--- config.mk ---
export PLATFORM = sky130hd
export DESIGN_NAME = sg_chain_seq
export DESIGN_NICKNAME = d
export VERILOG_FILES = /design/src/rtl/sg_chain_seq.sv
export SDC_FILE = /design/constraint.sdc
export NUM_CORES = 1
export LEC_CHECK = 0
export BUFFER_PORTS_ARGS = -buffer_cell sky130_fd_sc_hd__buf_4
export CAP_MARGIN = 20
export CORE_AREA = 2 2 141 143
export DETAILED_ROUTE_END_ITERATION = 6
export DIE_AREA = 0 0 143 145
export SKIP_CTS_REPAIR_TIMING = 1
export SYNTH_ARGS = -nofsm -noshare
export SYNTH_HDL_FRONTEND = slang
export SYNTH_SLANG_ARGS = --single-unit
--- constraint.sdc ---
create_clock -name clk -period 6.8 [get_ports clk]
set_clock_uncertainty 0.2 [all_clocks]
set_input_delay 1.36 -clock clk [delete_from_list [all_inputs] [get_ports clk]]
set_output_delay 1.36 -clock clk [all_outputs]
set_load 0.03 [all_outputs]
--- src/rtl/sg_chain_seq.sv ---
module sg_chain_seq #(
  parameter int AW       = 16,
  parameter int PRI_BASE = 'h000,
  parameter int ALT_BASE = 'h010
) (
  input  logic          clk,
  input  logic          rst_n,
  input  logic          start,
  input  logic          periph_req,
  output logic          arb_req,
  input  logic          arb_gnt,
  output logic          mem_en,
  output logic          mem_we,
  output logic [AW-1:0] mem_addr,
  output logic [31:0]   mem_wdata,
  input  logic [31:0]   mem_rdata,
  output logic          done
);
  localparam logic [AW-1:0] PRI_A = AW'(PRI_BASE);
  localparam logic [AW-1:0] ALT_A = AW'(ALT_BASE);
  localparam int CW = 10;
  localparam logic [2:0] CT_OFF = 3'b000, CT_BASIC = 3'b001;
  localparam logic [2:0] CT_MPRI = 3'b100, CT_MALT = 3'b101;
  localparam logic [2:0] CT_PPRI = 3'b110, CT_PALT = 3'b111;

  typedef enum logic [2:0] {S_IDLE, S_ARB, S_LOAD, S_RD, S_WR, S_SAVE} st_t;

  st_t           st;
  logic          alt_q, pmode_q, auto_q, fin_q, done_q;
  logic [1:0]    idx;
  logic [AW-1:0] src_q, dst_q;
  logic [31:0]   ctrl_q;
  logic [CW-1:0] cnt_q;

  wire [AW-1:0] base  = alt_q ? ALT_A : PRI_A;
  wire [AW-1:0] slot  = base + AW'({idx, 2'b00});
  wire [2:0]    kind  = ctrl_q[2:0];
  wire [2:0]    nkind = mem_rdata[2:0];
  wire [3:0]    npow  = mem_rdata[17:14];
  wire [CW-1:0] nleft = mem_rdata[13:4];
  wire [CW-1:0] cap   = (npow >= 4'd10) ? {CW{1'b1}} : CW'((11'd1 << npow) - 11'd1);
  wire kind_ok = alt_q ? (nkind == CT_BASIC || nkind == CT_MALT || nkind == CT_PALT)
                       : (nkind == CT_MPRI || nkind == CT_PPRI);
  wire [AW-1:0] sstep = (ctrl_q[27:26] == 2'b11) ? '0 : AW'(4);
  wire [AW-1:0] dstep = (ctrl_q[31:30] == 2'b11) ? '0 : AW'(4);
  wire wb_last = (st == S_SAVE) && (idx == 2'd2);

  assign arb_req = (st == S_ARB) && (auto_q || periph_req);
  assign mem_en  = (st == S_LOAD && idx != 2'd3) || st == S_RD || st == S_WR || st == S_SAVE;
  assign mem_we  = (st == S_WR) || (st == S_SAVE);
  assign done    = done_q;

  always_comb begin
    case (st)
      S_RD:    mem_addr = src_q;
      S_WR:    mem_addr = dst_q;
      default: mem_addr = slot;
    endcase
  end

  always_comb begin
    if (st == S_WR) mem_wdata = mem_rdata;
    else begin
      case (idx)
        2'd0:    mem_wdata = 32'(src_q);
        2'd1:    mem_wdata = 32'(dst_q);
        default: mem_wdata = {ctrl_q[31:3], fin_q ? CT_OFF : kind};
      endcase
    end
  end

  always_ff @(posedge clk or negedge rst_n) begin
    if (!rst_n) begin
      st <= S_IDLE;
      alt_q <= 1'b0; pmode_q <= 1'b0; auto_q <= 1'b0; fin_q <= 1'b0; done_q <= 1'b0;
      idx <= '0; src_q <= '0; dst_q <= '0; ctrl_q <= '0; cnt_q <= '0;
    end else begin
      done_q <= 1'b0;
      case (st)
        S_IDLE: if (start) begin
          st <= S_ARB; alt_q <= 1'b0; auto_q <= 1'b1;
        end
        S_ARB: if (arb_req && arb_gnt) begin
          st <= S_LOAD; idx <= '0;
        end
        S_LOAD: begin
          idx <= idx + 2'd1;
          case (idx)
            2'd0: fin_q <= 1'b0;
            2'd1: src_q <= mem_rdata[AW-1:0];
            2'd2: dst_q <= mem_rdata[AW-1:0];
            default: begin
              ctrl_q <= mem_rdata;
              cnt_q  <= (nleft < cap) ? nleft : cap;
              if (!alt_q) begin
                pmode_q <= (nkind == CT_PPRI);
                dst_q   <= ALT_A;
              end
              st <= kind_ok ? S_RD : S_IDLE;
            end
          endcase
        end
        S_RD: st <= S_WR;
        S_WR: begin
          src_q <= src_q + sstep;
          dst_q <= dst_q + dstep;
          if (ctrl_q[13:4] == '0) fin_q <= 1'b1;
          else ctrl_q[13:4] <= ctrl_q[13:4] - 1'b1;
          if (cnt_q == '0) begin
            st <= S_SAVE; idx <= '0;
          end else begin
            cnt_q <= cnt_q - 1'b1; st <= S_RD;
          end
        end
        S_SAVE: begin
          if (!wb_last) idx <= (idx == 2'd0 && !alt_q) ? 2'd2 : idx + 2'd1;
          else if (!alt_q) begin
            alt_q <= 1'b1;
            if (pmode_q) begin st <= S_LOAD; idx <= '0; end
            else begin st <= S_ARB; auto_q <= 1'b1; end
          end else if (!fin_q) begin
            st <= S_ARB; auto_q <= !pmode_q;
          end else if (kind == CT_BASIC) begin
            st <= S_IDLE; done_q <= 1'b1;
          end else begin
            st <= S_ARB; alt_q <= 1'b0; auto_q <= !pmode_q;
          end
        end
        default: st <= S_IDLE;
      endcase
    end
  end
endmodule

==> flow_summary.json, run 1 <==
{
  "initial_core_util_pct": 31.5,
  "hold_violations": 0,
  "syn_area_mm2": 0.00605,
  "syn_area_per_cell_um2": 7.74,
  "cts_tree": "done",
  "vias": 6135,
  "wl_met2_um": 9990,
  "antennaDiodeCount": 0,
  "setup_viol": 0,
  "num_rows": 51,
  "nets": 887,
  "dieWidth_um": 143,
  "htreeDepth": 3,
  "synth-seq-cells": 84,
  "yosysTopAreaCell": "dfrtp_1",
  "cts_made_buffers": 9,
  "synthMuxAreaShare_pct": 0.165,
  "die-area_mm2": 0.0207,
  "cp.required_ps": 5240,
  "period_share_pct": 67.9,
  "yosys.area.top_type_share_pct": 34.7,
  "routed.top_layer": "met4",
  "start_kind": "register",
  "critical_path_class": "reg2out",
  "synth_compound_area_share_pct": 26.7,
  "gp_congestion": 0.843,
  "maxCapViolCount": 0,
  "leakage_nw": 3.16,
  "power_density_mw_per_mm2": 530,
  "synth_ff_type": "dfrtp_1",
  "synthAdderAreaFrac_pct": 4.34,
  "rrSetupSlack_ps": 3650,
  "holdWs_ps": 274,
  "slew_violations": 0,
  "synth.area.top_cells": "dfrtp_1 (35%), nand2_1 (9.5%), nor2_1 (4.9%), ha_1 (4.3%), o21ai_0 (3.7%)",
  "antenna_found_initial": 0,
  "grt_max_degree": 69,
  "grt_overflow": 0,
  "die_h_um": 145,
  "hpwl_um": 14200,
  "synth_cell_types": 70,
  "synth-simple-area-share_pct": 28.0,
  "async_flop_share_pct": 100,
  "cp-end-kind": "output port",
  "routed_wl_um": 20700,
  "cp_max_fo": 68,
  "synth_xor_area_share_pct": 0.434,
  "io_buffer_count": 88,
  "layout-drive-gt1-share_pct": 16.7,
  "path_clk_slew_ps": 70,
  "regArea_mm2": 0.00210,
  "drt-pass1-iter-count": 6,
  "numClockSinks": 84,
  "yosysSeqAreaShare_pct": 34.7,
  "ys_warn_count": 0,
  "multiInputGateArea_mm2": 0.00361,
  "avgRoutedWirePerCell_um": 18.8,
  "max_slew.worst_pin.slew_ps": 899,
  "io_pins": 89,
  "grt_pass1_vias": 5894,
  "cts.path.max_buffers": 2,
  "grt_pass1_wl_um": 33100,
  "synth_cells": 782,
  "route.detailed.drc": 0,
  "setup_tns_ps": 0,
  "fin_crit_ps": 4620,
  "synth_edf_count": 0,
  "cp.arrival_ps": 3060,
  "wl_met1_um": 9120,
  "synth_top_family_by_area": "simple AND/OR/NAND/NOR gates",
  "status": "completed",
  "core_area_mm2": 0.0192,
  "fillers": 2004,
  "area_delta_synth_final_pct": 18.4,
  "ir_worst_vdd_mv": 0.277,
  "syn_nets": 840,
  "fmax_mhz": 217,
  "dr_wl_met3_um": 1130,
  "cts_root_buf": "clkbuf_16",
  "track_usage_pct": 20.2,
  "ant_nets": 0,
  "vias_per_cell": 5.58,
  "hp-class": "reg2reg",
  "rsz0062_at_grt": "false",
  "relSlewSlack_pct": 39.7,
  "drt_iter0_markers": 525,
  "clock_latency_ps": 360
}
[cell usage in the layout, fill, tap and decap left out, types with 5 or more instances in the layout]
cell       instances
a211oi_1          13
a21o_1             8
a21oi_1           41
a221o_1            6
a22o_1            13
a22oi_1           16
a311oi_1          13
a31oi_1           32
and2_1             7
and3_1             5
buf_4             99
clkbuf_16          9
dfrtp_1           84
ha_1              21
inv_1             17
nand2_1          153
nand2b_1           5
nand3_1           36
nand3b_1           5
nand4_1           10
nor2_1            78
nor3_1            25
o21ai_0           45
o31ai_1            5
[kinds of logic (layout without fill, tap and decap cells)]
logic type	Yosys count	in the layout
buffers and inverters	80	132
DFF	84	84
muxes	1	1
adders and majority gates	21	21
and+or+nand+nor	362	362
xor gates and xnor gates	3	3
AOI/OAI and AO/OA	231	231
[flip-flops by register name (all words and copies together), names as in the netlist]
name,cells
pmode_q,1
src_q,16
auto_q,1
st,3
alt_q,1
dst_q,16
ctrl_q,32
idx,2
fin_q,1
done,1
cnt_q,10
[through the flow]
step | total power [mW] | std cells | area (um^2) | util [%] | setup slack, ps
finish | 3.80 | 1099 | 7170 | 37.3 | 2180
global route | 4.06 | 1099 | 7170 | 37.3 | 2000
CTS | 3.81 | 1099 | 7170 | 37.3 | 2240
detailed placement | 3.27 | 1083 | 6850 | 35.7 | 1970
global placement | 3.26 | 1083 | 6850 | 35.7 | 2090
floorplan | 2.49 | 782 | 6050 | - | 2360
[worst max-delay path, cell delays in order, from the launching register on]
cell	delay, ps
dfrtp_1	720
or3b_4	820
buf_4	500
nor2_1	70
a31oi_1	310
buf_4	240
[routing by layer]
metal / global-route usage (%) / vias up
met3: 4.49 / 37
met4: 5.54 / 0
met1: 26.8 / 2956
met2: 32.8 / 191
met5: 0 / -
li1: - / 2951
[worst paths after layout]
path / from / end / cells after the start
setup / recovery: st[0] / mem_wdata[15] / 5
hold / removal: ctrl_q[21] / ctrl_q[21] / 2
setup reg to reg: idx[1] / src_q[4] / 7
hold reg to reg: ctrl_q[21] / ctrl_q[21] / 2
max in group asynchronous: rst_n / ctrl_q[14] / 2
min in group asynchronous: rst_n / idx[1] / 1
[synthesized netlist by cell type (8+ instances only)]
cell / count
o21ai_0: 45
clkbuf_1: 39
a22oi_1: 16
a21oi_1: 41
a211oi_1: 13
nor3_1: 25
nand3_1: 36
nand4_1: 10
nor2_1: 79
a22o_1: 13
inv_1: 17
a21o_1: 8
a311oi_1: 13
ha_1: 21
buf_2: 12
nand2_1: 153
a31oi_1: 32
dfrtp_1: 84
[report_power, final]
group / switching (mW) / internal [mW] / total (mW) / leakage (nW)
registers: 0.306 / 0.725 / 1.03 / 0.989
clock network: 0.221 / 0.306 / 0.527 / 0.152
logic: 1.42 / 0.820 / 2.24 / 2.02
total: 1.95 / 1.85 / 3.80 / 3.16
[area by class of cell]
type                       instances  share of cell area (%)
tap                              265                    4.63
clock buffer                      11                    3.53
inverter                          17                   0.890
sequential                        84                    29.3
multi-input combinational        618                    50.4
timing repair buffer              99                    10.4
clock inverter                     5                   0.838
Note: power is estimated with default switching activity, not from simulation.
==> inputs of run 2 (changes only) <==
- ABC_AREA: not set -> 1
- CORE_AREA: 2 2 141 143 -> 2 2 142 144
- DIE_AREA: 0 0 143 145 -> 0 0 144 146
- clock period: 6.8 -> 4.2 ns (I/O delays scaled with it)
==> run 2 against run 1 <==
  * Clock power grew 73%
  * Cell area rose by 3.0%
  * Setup slack got worse by 1700 ps
  * Highest routed layer unchanged
  * Via count grew 4.2%
  * Largest power group unchanged
  * Largest cell class unchanged
  * Utilization rose by 0.85 points
  * Synthesized cell count is 16% higher
  * Flip-flop and latch count did not move
==> flow_summary.json, run 2 <==
{
  "status": "completed",
  "numClockSinks": 84,
  "synth.area.top_cells": "dfrtp_1 (34%), nand2_1 (12%), o21ai_0 (8.8%), inv_1 (7.4%), nand3_1 (6.8%)",
  "syn_area_per_cell_um2": 6.82,
  "synth_edf_count": 0,
  "grt_max_degree": 53,
  "layout-drive-gt1-share_pct": 15.5,
  "cp.arrival_ps": 2640,
  "io_buffer_count": 88,
  "cp_max_fo": 22,
  "slew_violations": 0,
  "reg2reg_to": "dst_q[10]",
  "synthTopCellsByCount": "nand2_1 (197), inv_1 (121), o21ai_0 (109)",
  "synth-seq-cells": 84,
  "yosys.cell_count.top_type": "nand2_1",
  "io_pins": 89,
  "yosys.area.top_type_share_pct": 34.0,
  "route.detailed.drc": 0,
  "gp_congestion": 0.892,
  "fin_util_pct": 38.2,
  "rsz0062_at_grt": "false",
  "mostFrequentLayoutCells": "nand2_1 (197), inv_1 (121), o21ai_0 (109)",
  "ant_nets": 0,
  "final_common_cell": "nand2_1",
  "critical_path_class": "reg2out",
  "fin_cells": 1248,
  "avgRoutedWirePerCell_um": 15.8,
  "maxCapViolCount": 0,
  "crit_start": "idx[1]",
  "clock_latency_ps": 360,
  "dp_cells": 1232,
  "largest_reg_flops": 32,
  "drt-pass1-iter-count": 5,
  "fin_crit_ps": 3680,
  "ys_warn_count": 0,
  "ir_worst_vdd_mv": 0.477,
  "top_regs": "ctrl_q x32, dst_q x16, src_q x16",
  "area_delta_synth_final_pct": 19.5,
  "relSlewSlack_pct": 51.6,
  "synth_cell_types": 42,
  "yosysTopAreaCell": "dfrtp_1",
  "drt_iter0_markers": 558,
  "die-area_mm2": 0.0210,
  "synth_cells": 906,
  "synthMuxAreaShare_pct": 0,
  "fillers": 2075,
  "routed_wl_um": 19700,
  "hp-class": "reg2reg",
  "antenna_found_initial": 0,
  "track_usage_pct": 19.2,
  "grt_pass1_wl_um": 31800,
  "grt_overflow": 0,
  "power_density_mw_per_mm2": 857,
  "grt_pass1_vias": 5926,
  "setup_tns_ps": 0,
  "min_from": "ctrl_q[11]",
  "cp-end-kind": "output port",
  "placed_area_mm2": 0.00704,
  "hpwl_um": 14700,
  "nets": 1036,
  "cts_tree": "done",
  "max_slew.worst_pin.slew_ps": 726,
  "start_kind": "register",
  "leakage_nw": 3.63,
  "fmax_mhz": 272,
  "syn_nets": 964,
  "worstSetupEndpoint": "mem_wdata[10]",
  "hold_violations": 0,
  "htreeDepth": 3,
  "cts_made_buffers": 9,
  "synthAdderAreaFrac_pct": 4.25,
  "async_flop_share_pct": 100,
  "rr_worst_depth": 13,
  "core_area_mm2": 0.0193,
  "path_clk_slew_ps": 60,
  "synth_xor_area_share_pct": 1.13,
  "cp.required_ps": 3160,
  "die_h_um": 146,
  "period_share_pct": 87.7,
  "antennaDiodeCount": 0,
  "synth_compound_area_share_pct": 19.7,
  "regMostFlops": "ctrl_q",
  "synth_ff_type": "dfrtp_1",
  "crit-reg2reg-launch": "idx[1]",
  "stdcell_area_mm2": 0.00738,
  "rrSetupSlack_ps": 1250,
  "syn_area_mm2": 0.00618,
  "vias_per_cell": 5.12,
  "setup_viol": 0,
  "yosysSeqAreaShare_pct": 34.0,
  "dieWidth_um": 144,
  "num_rows": 51,
  "synth-simple-area-share_pct": 29.6,
  "cts_root_buf": "clkbuf_16",
  "cts.path.max_buffers": 2,
  "vias": 6393,
  "initial_core_util_pct": 31.9,
  "synth_top_family_by_area": "simple AND/OR/NAND/NOR gates"
}
## run 2: changes by cell type in the layout (fill, tap and decap cells not counted), sizes merged, moves of 13 or more
| cell | before | now |
|---|---|---|
| inv | 17 | 133 |
| a311oi | 13 | 0 |
| nand2 | 153 | 201 |
| nand3 | 36 | 85 |
| o22ai | 2 | 31 |
| o21ai | 45 | 119 |
| a31oi | 32 | 5 |
| a22o | 13 | 0 |
| nor3 | 29 | 15 |
## run 2: layout make-up
class / instances / area [um^2] / area share, %
clock inverters: 5 / 82.6 / 1.12
inverters: 132 / 498 / 6.75
well taps: 265 / 332 / 4.49
repair buffers: 98 / 736 / 9.97
flip-flops and latches: 84 / 2100 / 28.5
clock buffers: 11 / 253 / 3.42
multi-input cells: 653 / 3380 / 45.8
## run 2: where the power goes
| part | total [mW] | leakage (nW) | switching, mW | internal (mW) |
|---|---|---|---|---|
| sequential | 1.49 | 1.03 | 0.303 | 1.19 |
| clock | 0.913 | 0.166 | 0.356 | 0.556 |
| combinational | 3.92 | 2.44 | 2.64 | 1.28 |
| total | 6.33 | 3.63 | 3.30 | 3.02 |
## run 2: worst min-delay path by stage
stage	depth (start not counted)	end	slack (ps)
2_1_floorplan	2	ctrl_q[11]	240
3_3_place_gp	2	ctrl_q[11]	250
3_5_place_dp	2	ctrl_q[11]	260
4_1_cts	2	ctrl_q[11]	280
5_1_grt	2	ctrl_q[19]	300
6_report	2	ctrl_q[11]	280
## run 2: kinds of logic (layout without fill, tap and decap cells)
| family | after synthesis | after routing |
|---|---|---|
| AO/OA/AOI/OAI | 214 | 214 |
| XOR/XNOR | 8 | 8 |
| adder cells (fa/ha/maj) | 21 | 21 |
| buffers and inverters | 169 | 246 |
| flip-flops | 84 | 84 |
| AND/OR/NAND/NOR | 410 | 410 |
## run 2: worst max-delay path, stage by stage (launching register included)
cell and delay, ps:
dfrtp_1 440, inv_1 90, ha_1 210, inv_2 270
nand2_1 100, buf_4 190, inv_2 370, a21oi_1 130
o21ai_0 260, buf_4 220
## run 2: stage by stage
step	setup WS, ps	hold WS [ps]	power [mW]
after CTS	430	276	6.33
after floorplan	1070	242	4.17
after global routing	199	302	6.83
after global placement	821	254	5.38
after detailed placement	770	263	5.40
final	518	281	6.33
## run 2: metal layers
layer,track usage (%),share of wire (%),vias up
li1,-,-,3163
met1,28.5,48,2987
met2,28.7,44,229
met3,3.59,6.8,14
met4,4.36,1.1,0
met5,0,0,-
==> inputs of run 3 (changes only) <==
- MAX_ROUTING_LAYER: not set -> met4
==> run 3 against run 2 <==
  * Non-clock buffer count fell by 2
  * Count of clock-buffer cells in the layout rose by 1
  * Clock power rose by 4.6%
  * First-iteration DRC count fell by 13%
  * Die area did not move
  * Sequential power barely moved
  * Worst hold slack got worse by 31 ps
  * Power rose by 0.60%
  * Sequential share of layout area fell by 0.053 points
  * Fmax rose by 0.74%
  * Cell area rose by 0.19%
  * Largest power group unchanged
==> flow_summary.json, run 3 (synthesized netlist as in run 2, its figures left out) <==
{
  "status": "completed",
  "core_area_mm2": 0.0193,
  "crit-reg2reg-launch": "idx[1]",
  "cts_root_buf": "clkbuf_16",
  "relSlewSlack_pct": 53.2,
  "cellInternalPower_mw": 3.08,
  "die_h_um": 146,
  "period_share_pct": 87.0,
  "final_common_cell": "nand2_1",
  "placed_area_mm2": 0.00704,
  "dp_cells": 1230,
  "numClockSinks": 84,
  "drt-pass1-iter-count": 7,
  "vias": 6330,
  "grt_pass1_wl_um": 31300,
  "hold_violations": 0,
  "io_pins": 89,
  "pwr-share-comb_pct": 61.6,
  "reg2reg_to": "dst_q[10]",
  "hpwl_um": 14400,
  "critical_path_class": "reg2out",
  "power.share.clock_pct": 15.0,
  "power_density_mw_per_mm2": 861,
  "num_rows": 51,
  "grt_overflow": 0,
  "cp.required_ps": 3160,
  "setup_tns_ps": 0,
  "initial_core_util_pct": 31.9,
  "cp-end-kind": "output port",
  "power_mw": 6.36,
  "top_regs": "ctrl_q x32, dst_q x16, src_q x16",
  "cts_made_buffers": 9,
  "antenna_found_initial": 0,
  "fmax_mhz": 274,
  "route.detailed.drc": 0,
  "largest_reg_flops": 32,
  "io_buffer_count": 88,
  "cp.arrival_ps": 2610,
  "stdcell_area_mm2": 0.00739,
  "leakage_nw": 3.64,
  "ir_worst_vdd_mv": 0.470,
  "fin_crit_ps": 3650,
  "mostFrequentLayoutCells": "nand2_1 (197), inv_1 (121), o21ai_0 (109)",
  "crit_chain": "inv_1, ha_1, inv_2, nand2_1, buf_4, inv_2, a21oi_1, o21ai_0, buf_4",
  "hp-class": "in2async",
  "switching_share_pct": 51.6,
  "cts_tree": "done",
  "drt_iter0_markers": 488,
  "cp_max_fo": 22,
  "grt_pass1_vias": 5772,
  "rrSetupSlack_ps": 1230,
  "die-area_mm2": 0.0210,
  "nets": 1034,
  "cts.path.max_buffers": 2,
  "rsz0062_at_grt": "false",
  "grt_max_degree": 106,
  "htreeDepth": 3,
  "path_clk_slew_ps": 60,
  "routed_wl_um": 19500,
  "regMostFlops": "ctrl_q",
  "rr_worst_depth": 13,
  "p_seq_share_pct": 23.4,
  "setup_viol": 0,
  "dieWidth_um": 144,
  "ant_nets": 0,
  "fillers": 2044,
  "clock_latency_ps": 350,
  "fin_cells": 1246,
  "layout-drive-gt1-share_pct": 15.2,
  "vias_per_cell": 5.08,
  "start_kind": "register",
  "slew_violations": 0,
  "cpMaxStageDelayCell": "dfrtp_1",
  "avgRoutedWirePerCell_um": 15.7,
  "max_slew.worst_pin.slew_ps": 700,
  "track_usage_pct": 19.5,
  "gp_congestion": 0.898,
  "p_switching_mw": 3.28,
  "antennaDiodeCount": 0,
  "slowest_delay_ps": 450,
  "area_delta_synth_final_pct": 19.7,
  "maxCapViolCount": 0
}
run 3: stage by stage:
| step | hold WS, ps | util, % | setup slack, ps |
|---|---|---|---|
| after floorplan | 242 | - | 1070 |
| final | 251 | 38.2 | 545 |
| after global routing | 286 | 38.2 | 266 |
| after global placement | 257 | 36.4 | 827 |
| after CTS | 264 | 38.2 | 445 |
| after detailed placement | 260 | 36.4 | 801 |
run 3: worst max-delay path: cells and delay by family (launching register included):
| kind | cells | cell delay, ps |
|---|---|---|
| AO/OA/AOI/OAI | 2 | 360 |
| flip-flops | 1 | 450 |
| AND/OR/NAND/NOR | 1 | 100 |
| adder cells (fa/ha/maj) | 1 | 210 |
| buffers and inverters | 5 | 1130 |
run 3: how the worst max path moves through the flow:
| stage | startpoint | end | slack [ps] |
|---|---|---|---|
| floorplan | idx[0] | mem_wdata[10] | 1070 |
| global placement | mem_rdata[16] | cnt_q[9] | 830 |
| detailed placement | mem_rdata[16] | cnt_q[9] | 800 |
| CTS | idx[1] | mem_wdata[10] | 440 |
| global route | idx[1] | mem_wdata[10] | 270 |
| finish | idx[1] | mem_wdata[10] | 550 |
run 3: cell type report:
type / count / area (um^2) / share of cell area (%)
Timing Repair Buffer: 96 / 733 / 9.92
Clock buffer: 12 / 256 / 3.47
Multi-Input combinational cell: 653 / 3380 / 45.7
Tap cell: 265 / 332 / 4.48
Clock inverter: 4 / 95.1 / 1.29
Sequential cell: 84 / 2100 / 28.4
Inverter: 132 / 498 / 6.74
run 3: metal layers:
layer / part of all wire, % / up-vias / global-route usage [%]
li1: - / 3167 / -
met1: 48 / 2955 / 28.3
met2: 44 / 195 / 27.8
met3: 6.8 / 13 / 4.11
met4: 0.81 / 0 / 4.22
met5: 0 / - / -
run 3: power by group through the flow:
stage / Combinational (mW) / Sequential [mW] / Clock, mW
after global routing: 4.32 / 1.55 / 1.01
final: 3.92 / 1.49 / 0.955
after detailed placement: 3.91 / 1.49 / 0
after CTS: 3.93 / 1.48 / 0.974
after floorplan: 2.75 / 1.42 / 0
after global placement: 3.90 / 1.49 / 0
